==> config.mk <==
export PLATFORM = sky130hd
export DESIGN_NAME = shreg_pload
export DESIGN_NICKNAME = d
export VERILOG_FILES = /design/src/rtl/shreg_pload.sv
export SDC_FILE = /design/constraint.sdc
export NUM_CORES = 1
export LEC_CHECK = 0
export BUFFER_PORTS_ARGS = -buffer_cell sky130_fd_sc_hd__buf_2
export CORE_AREA = 5 5 42 44
export DETAILED_ROUTE_END_ITERATION = 10
export DIE_AREA = 0 0 47 49
export PLACE_DENSITY_LB_ADDON = 0.05
export SYNTH_ARGS = -nofsm -noshare
export SYNTH_HDL_FRONTEND = slang
export SYNTH_SLANG_ARGS = --single-unit
export TNS_END_PERCENT = 20
==> constraint.sdc <==
create_clock -name clk -period 0.9 [get_ports clk]
set_clock_uncertainty 0.1 [all_clocks]
set_input_delay 0.135 -clock clk [delete_from_list [all_inputs] [get_ports clk]]
set_output_delay 0.135 -clock clk [all_outputs]
set_load 0.05 [all_outputs]
==> src/rtl/shreg_pload.sv <==
module shreg_pload #(
  parameter int WIDTH = 4
) (
  input  logic             clk,
  input  logic             rst,
  input  logic             shift_en,
  input  logic             load_en,
  input  logic             ser_in,
  input  logic [WIDTH-1:0] par_d,
  output logic [WIDTH-1:0] par_q,
  output logic             ser_out
);
  logic [WIDTH-1:0] nxt;

  for (genvar i = 0; i < WIDTH; i++) begin : g_bit
    logic from_left;
    if (i == WIDTH-1) begin : g_top
      assign from_left = ser_in;
    end else begin : g_mid
      assign from_left = par_q[i+1];
    end
    assign nxt[i] = shift_en ? from_left : (load_en ? par_d[i] : par_q[i]);
  end

  always_ff @(posedge clk) begin
    if (rst) par_q <= '0;
    else     par_q <= nxt;
  end

  assign ser_out = par_q[0];
endmodule


==> results of run 1 <==
-- kinds of logic (layout without fill, tap and decap cells) --
family,count (synthesis),in the layout,share of synthesized area
AO/OA/AOI/OAI,4,4,0.157
multiplexers,4,4,0.209
flip-flops,4,4,0.418
AND/OR/NAND/NOR,4,4,0.131
buffers and inverters,3,17,0.0849
-- per-layer routing --
layer	up-vias	part of all wire	routed length, um	global-route usage
met5	-	0	0	0
met4	0	0.011	6	0.0691
met3	2	0.16	89	0.0295
met2	12	0.35	188	0.0475
met1	70	0.48	258	0.0686
li1	94	-	-	-
-- area by class of cell --
cell class	count	area [um2]	area share
timing repair buffer	13	108	0.313
sequential	4	95.1	0.276
multi-input combinational	12	95.1	0.276
clock buffer	3	22.5	0.0655
tap	16	20.0	0.0582
inverter	1	3.75	0.0109
-- per-stage QoR --
step / util / worst slack (ns) / total power [mW]
4_1_cts: 0.246 / -0.0816 / 0.602
2_1_floorplan: - / 0.00154 / 0.297
6_report: 0.246 / -0.0681 / 0.585
3_3_place_gp: 0.199 / 0.0711 / 0.333
3_5_place_dp: 0.199 / 0.0585 / 0.333
5_1_grt: 0.246 / -0.0916 / 0.616
-- cell usage after synthesis --
cell type	number	area, um2
clkbuf_2	1	5.00
inv_1	1	3.75
a211oi_1	4	30.0
nor2b_1	4	25.0
buf_4	1	7.51
dfxtp_1	4	80.1
mux2i_1	4	40.0
-- repair_timing --
action,in CTS,in global routing
resized for setup,13,0
endpoints found under the setup margin,5,5
endpoints found under the hold margin,0,0
pin swaps,0,0
-- placed cells by master (no fill, tap or decap) --
master | Yosys | final
buf_2 | 0 | 8
mux2i_1 | 4 | 4
nor2b_1 | 4 | 4
a211oi_1 | 4 | 4
dfxtp_4 | 0 | 4
clkbuf_4 | 0 | 3
buf_8 | 0 | 3
buf_6 | 0 | 2
inv_1 | 1 | 1
-- worst max-delay path by stage --
| stage | from | end | slack (ns) | cells past startpoint |
|---|---|---|---|---|
| finish | par_q[0] | ser_out | -0.07 | 1 |
| global route | par_q[0] | ser_out | -0.09 | 1 |
| CTS | par_q[0] | ser_out | -0.08 | 1 |
| detailed placement | load_en | par_q[2] | 0.06 | 3 |
| global placement | load_en | par_q[2] | 0.07 | 3 |
| floorplan | par_q[0] | par_q[0] | 0.002 | 2 |
-- power by group --
group          switching [mW]  internal (mW)
clock                  0.0744          0.149
sequential             0.0142          0.189
combinational          0.0887         0.0693
total                   0.177          0.408
==> summary.txt, run 1 <==
STA
  • Fin. max-slew vios: 0
  • Final worst path period need: 0.968 ns
  • Headroom to the max-slew limit: 0.873
  • Post-route setup TNS: -0.316 ns
  • Final WS setup: -0.0681 ns
  • Final Hold Vio Count: 0
  • Period utilization: 1.08
  • Final setup violation count: 5
  • Max Fclk: 1.03 GHz
  • Hold_ws: 0.0149 ns
  • RSZ-0062 raised after global routing: true
  • Worst Tran Pin Value: 0.190 ns

Power
  • Leakage: 0.157 nW
  • Peak supply drop: 0.417 mV
  • Pwr dens: 1700 nW/um2

Finish
  • Number of fill cells: 157
  • Max FFs per register: 4
  • Share of layout cells above drive strength 1: 0.606
  • Biggest regs: par_q: 4 flops
  • N_diodes: 0
  • Post-route cell area: 344 um2
  • Finished Layout Cells: 49
  • Reg with most FFs: par_q
  • # nets final: 44
  • Synthesis-to-finish area growth: 79.7%

Synth
  • Synth cell types: 7
  • Syn Inst Count: 19
  • Sequential share of the synthesized area: 0.418
  • Post-Syn Area: 191 um2
  • Mean Syn Cell Area: 10.1 um2
  • Seq cells post-synth: 4
  • Post-synth net total: 28
  • Synth warn: 0

GRT
  • Initial antenna violation count: 0
  • Largest net degree at the start of global routing: 6
  • First-pass GRT wire length: 772 um
  • Vias in the first global route: 176
  • Total grt overflow: 0
  • Global Route Usage Sum: 0.0529

Detailed routing
  • Drt first pass iters: 2
  • Wirelength, routed: 542 um
  • Vias per std cell: 3.63
  • Detail Route Antenna Nets: 0
  • Total number of vias: 178
  • Initial DRC count: 1
  • Wire per inst: 11.1 um
  • DRC: 0

Floorplanning
  • Core ar.: 1400 um2
  • Die H: 49 um
  • Initial Util: 0.137
  • Io pins: 14
  • Die X: 47 um
  • Die footprint: 2300 um2
  • Core Rows: 14

Hold path
  • Worst Hold Depth: 2
  • Hold wc startpoint: rst
  • Worst Hold Class: input pin to flip-flop
  • Hold Path Sink: par_q[1]

Critical path
  • Delay of the slowest cell on the worst path: 0.35 ns
  • CP Launch Type: flip-flop
  • Reg2reg end: par_q[2]
  • CP arrival: 0.73 ns
  • WP buf/inv: 1
  • Worst r2r src: par_q[2]
  • CP delay by family, top: flip-flops
  • Crit path kind: flip-flop to primary output
  • Slowest CP cell: dfxtp_4
  • Worst reg-to-reg setup slack: 0.06 ns
  • Critical path, cell by cell: buf_6
  • CP Capture Type: primary output
  • CP max FO: 3
  • Reg2reg path depth: 2
  • WP data required: 0.66 ns

Run
  • Max_cap viols: 0

Clocking
  • Clk root buf: clkbuf_4
  • Clock latency on the worst-skew pair: 0.23 ns
  • Worst-path clk slew: 0.04 ns
  • CTS tree: built
  • Sink Count: 4
  • CTS Buf Count: 3
  • H-tree depth: 1
  • Post-CTS setup buffers: 0
  • CTS Hold Bufs: 0
  • Clock tree buffer depth: 2

Place
  • Port Buffers: 13
  • Post-DP HPWL: 417 um
  • Cell Area, Placed: 279 um2
  • Gpl congestion: 0.622
  • Placed insts: 46

Status
  • Failing checks: setup timing
  • Status: finished with violations
No activity file was read; power rests on OpenSTA's default activity.
==> run 2: changes to the inputs <==
Settings changed: GPL_TIMING_DRIVEN from default to 0.
==> run 2 against run 1 <==
  * The flow still finishes with violations (setup timing)
  * Fmax down 8.2%
  * Power up 2.7%
  * Critical path depth up 1
  * Worst hold slack better by 0.0018 ns
  * Largest power group unchanged
==> summary.txt, run 2 (synthesized netlist as in run 1, its figures left out) <==
Clocking
  • CTS Buf Count: 3 (unchanged)
  • Clock tree buffer depth: 2 (unchanged)
  • H-tree depth: 1 (unchanged)
  • Worst-path clk slew: 0.04 ns (about the same)
  • CTS tree: built
  • Clock latency on the worst-skew pair: 0.24 ns (about the same)
  • Sink Count: 4 (unchanged)
  • Clk root buf: clkbuf_4
  • Post-CTS setup buffers: 0 (unchanged)

GRT
  • Largest net degree at the start of global routing: 6 (unchanged)
  • Global Route Usage Sum: 0.0585 (+0.00556)
  • Total grt overflow: 0 (unchanged)
  • First-pass GRT wire length: 841 um (+8.9%)
  • Vias in the first global route: 193 (+9.7%)
  • Initial antenna violation count: 0 (unchanged)

Floorplanning
  • Die footprint: 2300 um2 (unchanged)
  • Die X: 47 um (unchanged)
  • Core Rows: 14 (unchanged)
  • Initial Util: 0.137 (unchanged)
  • Die H: 49 um (unchanged)
  • Core ar.: 1400 um2 (unchanged)
  • Io pins: 14 (unchanged)

Power
  • Switching share of total power: 0.311 (+0.00801)
  • Leakage: 0.164 nW (+4.2%)
  • Pwr dens: 1690 nW/um2 (-0.52%)
  • Pint: 0.414 mW (+1.6%)
  • P_sw: 0.187 mW (+5.5%)
  • Sequential share of power: 0.338 (-0.010)
  • Gate power share: 0.275 (+0.005)
  • Peak supply drop: 0.463 mV (+11%)
  • Power, Total: 0.601 mW (+2.7%)
  • Clock power share: 0.387 (+0.005)

Finish
  • Reg with most FFs: par_q
  • N_diodes: 0 (unchanged)
  • Synthesis-to-finish area growth: 85.6%
  • Number of fill cells: 157 (unchanged)
  • Biggest regs: par_q: 4 flops
  • # nets final: 45 (+2.3%)
  • Max FFs per register: 4 (unchanged)
  • Leading cell type in the layout, fill and taps excluded: buf_2
  • Finished Layout Cells: 50 (+2.0%)
  • Share of layout cells above drive strength 1: 0.618 (+0.0116)

Hold path
  • Hold Path Sink: par_q[1]
  • Worst Hold Class: input pin to flip-flop
  • Worst Hold Depth: 2 (unchanged)
  • Hold wc startpoint: rst

STA
  • Headroom to the max-slew limit: 0.878 (+0.00494)
  • Max Fclk: 0.948 GHz (-8.2%)
  • Final setup violation count: 5 (unchanged)
  • Worst Tran Pin Value: 0.182 ns (-0.00736 ns)
  • Period utilization: 1.17 (+0.0959)
  • Final WS setup: -0.154 ns (-0.0863 ns)
  • RSZ-0062 raised after global routing: true
  • Final Hold Vio Count: 0 (unchanged)
  • Final worst path period need: 1.05 ns (+0.0863 ns)
  • Fin. max-slew vios: 0 (unchanged)
  • Post-route setup TNS: -0.456 ns (-0.139 ns)

Place
  • Gpl congestion: 0.607 (-2.3%)
  • Port Buffers: 12 (-1)
  • Placed insts: 47 (+2.2%)
  • Post-DP HPWL: 433 um (+3.9%)

Critical path
  • Reg2reg path depth: 2 (unchanged)
  • Worst reg-to-reg setup slack: 0.07 ns (about the same)
  • CP max FO: 3 (unchanged)
  • CP Launch Type: flip-flop
  • WP data required: 0.66 ns (about the same)
  • CP arrival: 0.82 ns (+0.09 ns)
  • Reg2reg end: par_q[2]
  • CP Capture Type: primary output
  • Worst r2r src: par_q[2]
  • Crit path kind: flip-flop to primary output

Detailed routing
  • Wirelength, routed: 568 um (+4.8%)
  • Drt first pass iters: 1 (-1)
  • Detail Route Antenna Nets: 0 (unchanged)
  • Vias per std cell: 3.86 (+6.3%)
  • Wire per inst: 11.4 um (+2.7%)
  • DRC: 0 (unchanged)
  • Total number of vias: 193 (+8.4%)
  • Initial DRC count: 0 (-1)

Status
  • Status: finished with violations
  • Failing checks: setup timing

Run
  • Max_cap viols: 0 (unchanged)
[run 2: cell count changes in the layout (fill, tap and decap cells not counted), sizes merged]
cell,change
clkbuf,+1
[run 2: metrics by stage]
stage	util	hold WS [ns]	setup WS (ns)	area [um2]
floorplan	-	0.0980	0.00154	206
global placement	0.204	0.256	0.00854	287
detailed placement	0.204	0.261	0.00639	287
CTS	0.254	0.00722	-0.165	355
global route	0.254	0.00830	-0.176	355
finish	0.254	0.0168	-0.154	355
[run 2: worst max-delay path, cell delays in order, from the launching register on]
cell	delay, ns
dfxtp_4	0.34
buf_6	0.11
buf_8	0.14
[run 2: repair_timing]
item                                    4_1_cts  5_1_grt
hold buffers                                  0        0
pin swaps                                     0        0
resized for setup                            14        0
endpoints found under the setup margin        5        5
[run 2: metal layers]
metal  share of wire  up-vias  track usage
li1                -       98            -
met1            0.48       81       0.0793
met2            0.38       12       0.0498
met3            0.13        2       0.0369
met4          0.0088        0       0.0691
met5               0        -            0
[run 2: worst max-delay path by stage]
stage | from | to | cells after the start
floorplan | par_q[0] | par_q[0] | 2
global placement | par_q[0] | par_q[0] | 2
detailed placement | par_q[0] | par_q[0] | 2
CTS | par_q[0] | par_q[0] | 2
global route | par_q[0] | par_q[0] | 2
finish | par_q[0] | par_q[0] | 2
[run 2: final cells by class]
cell class,count,area [um2],area share
clock buffers,3,22.5,0.0634
plain buffers,2,16.3,0.0458
repair buffers,12,103,0.289
flip-flops and latches,4,95.1,0.268
well taps,16,20.0,0.0563
inverters,1,3.75,0.0106
multi-input cells,12,95.1,0.268
[run 2: power by group through the flow]
| stage | registers, mW | logic [mW] | clock network (mW) |
|---|---|---|---|
| 2_1_floorplan | 0.247 | 0.0497 | 0 |
| 3_3_place_gp | 0.201 | 0.136 | 0 |
| 3_5_place_dp | 0.201 | 0.136 | 0 |
| 4_1_cts | 0.204 | 0.167 | 0.244 |
| 5_1_grt | 0.206 | 0.174 | 0.251 |
| 6_report | 0.203 | 0.166 | 0.233 |
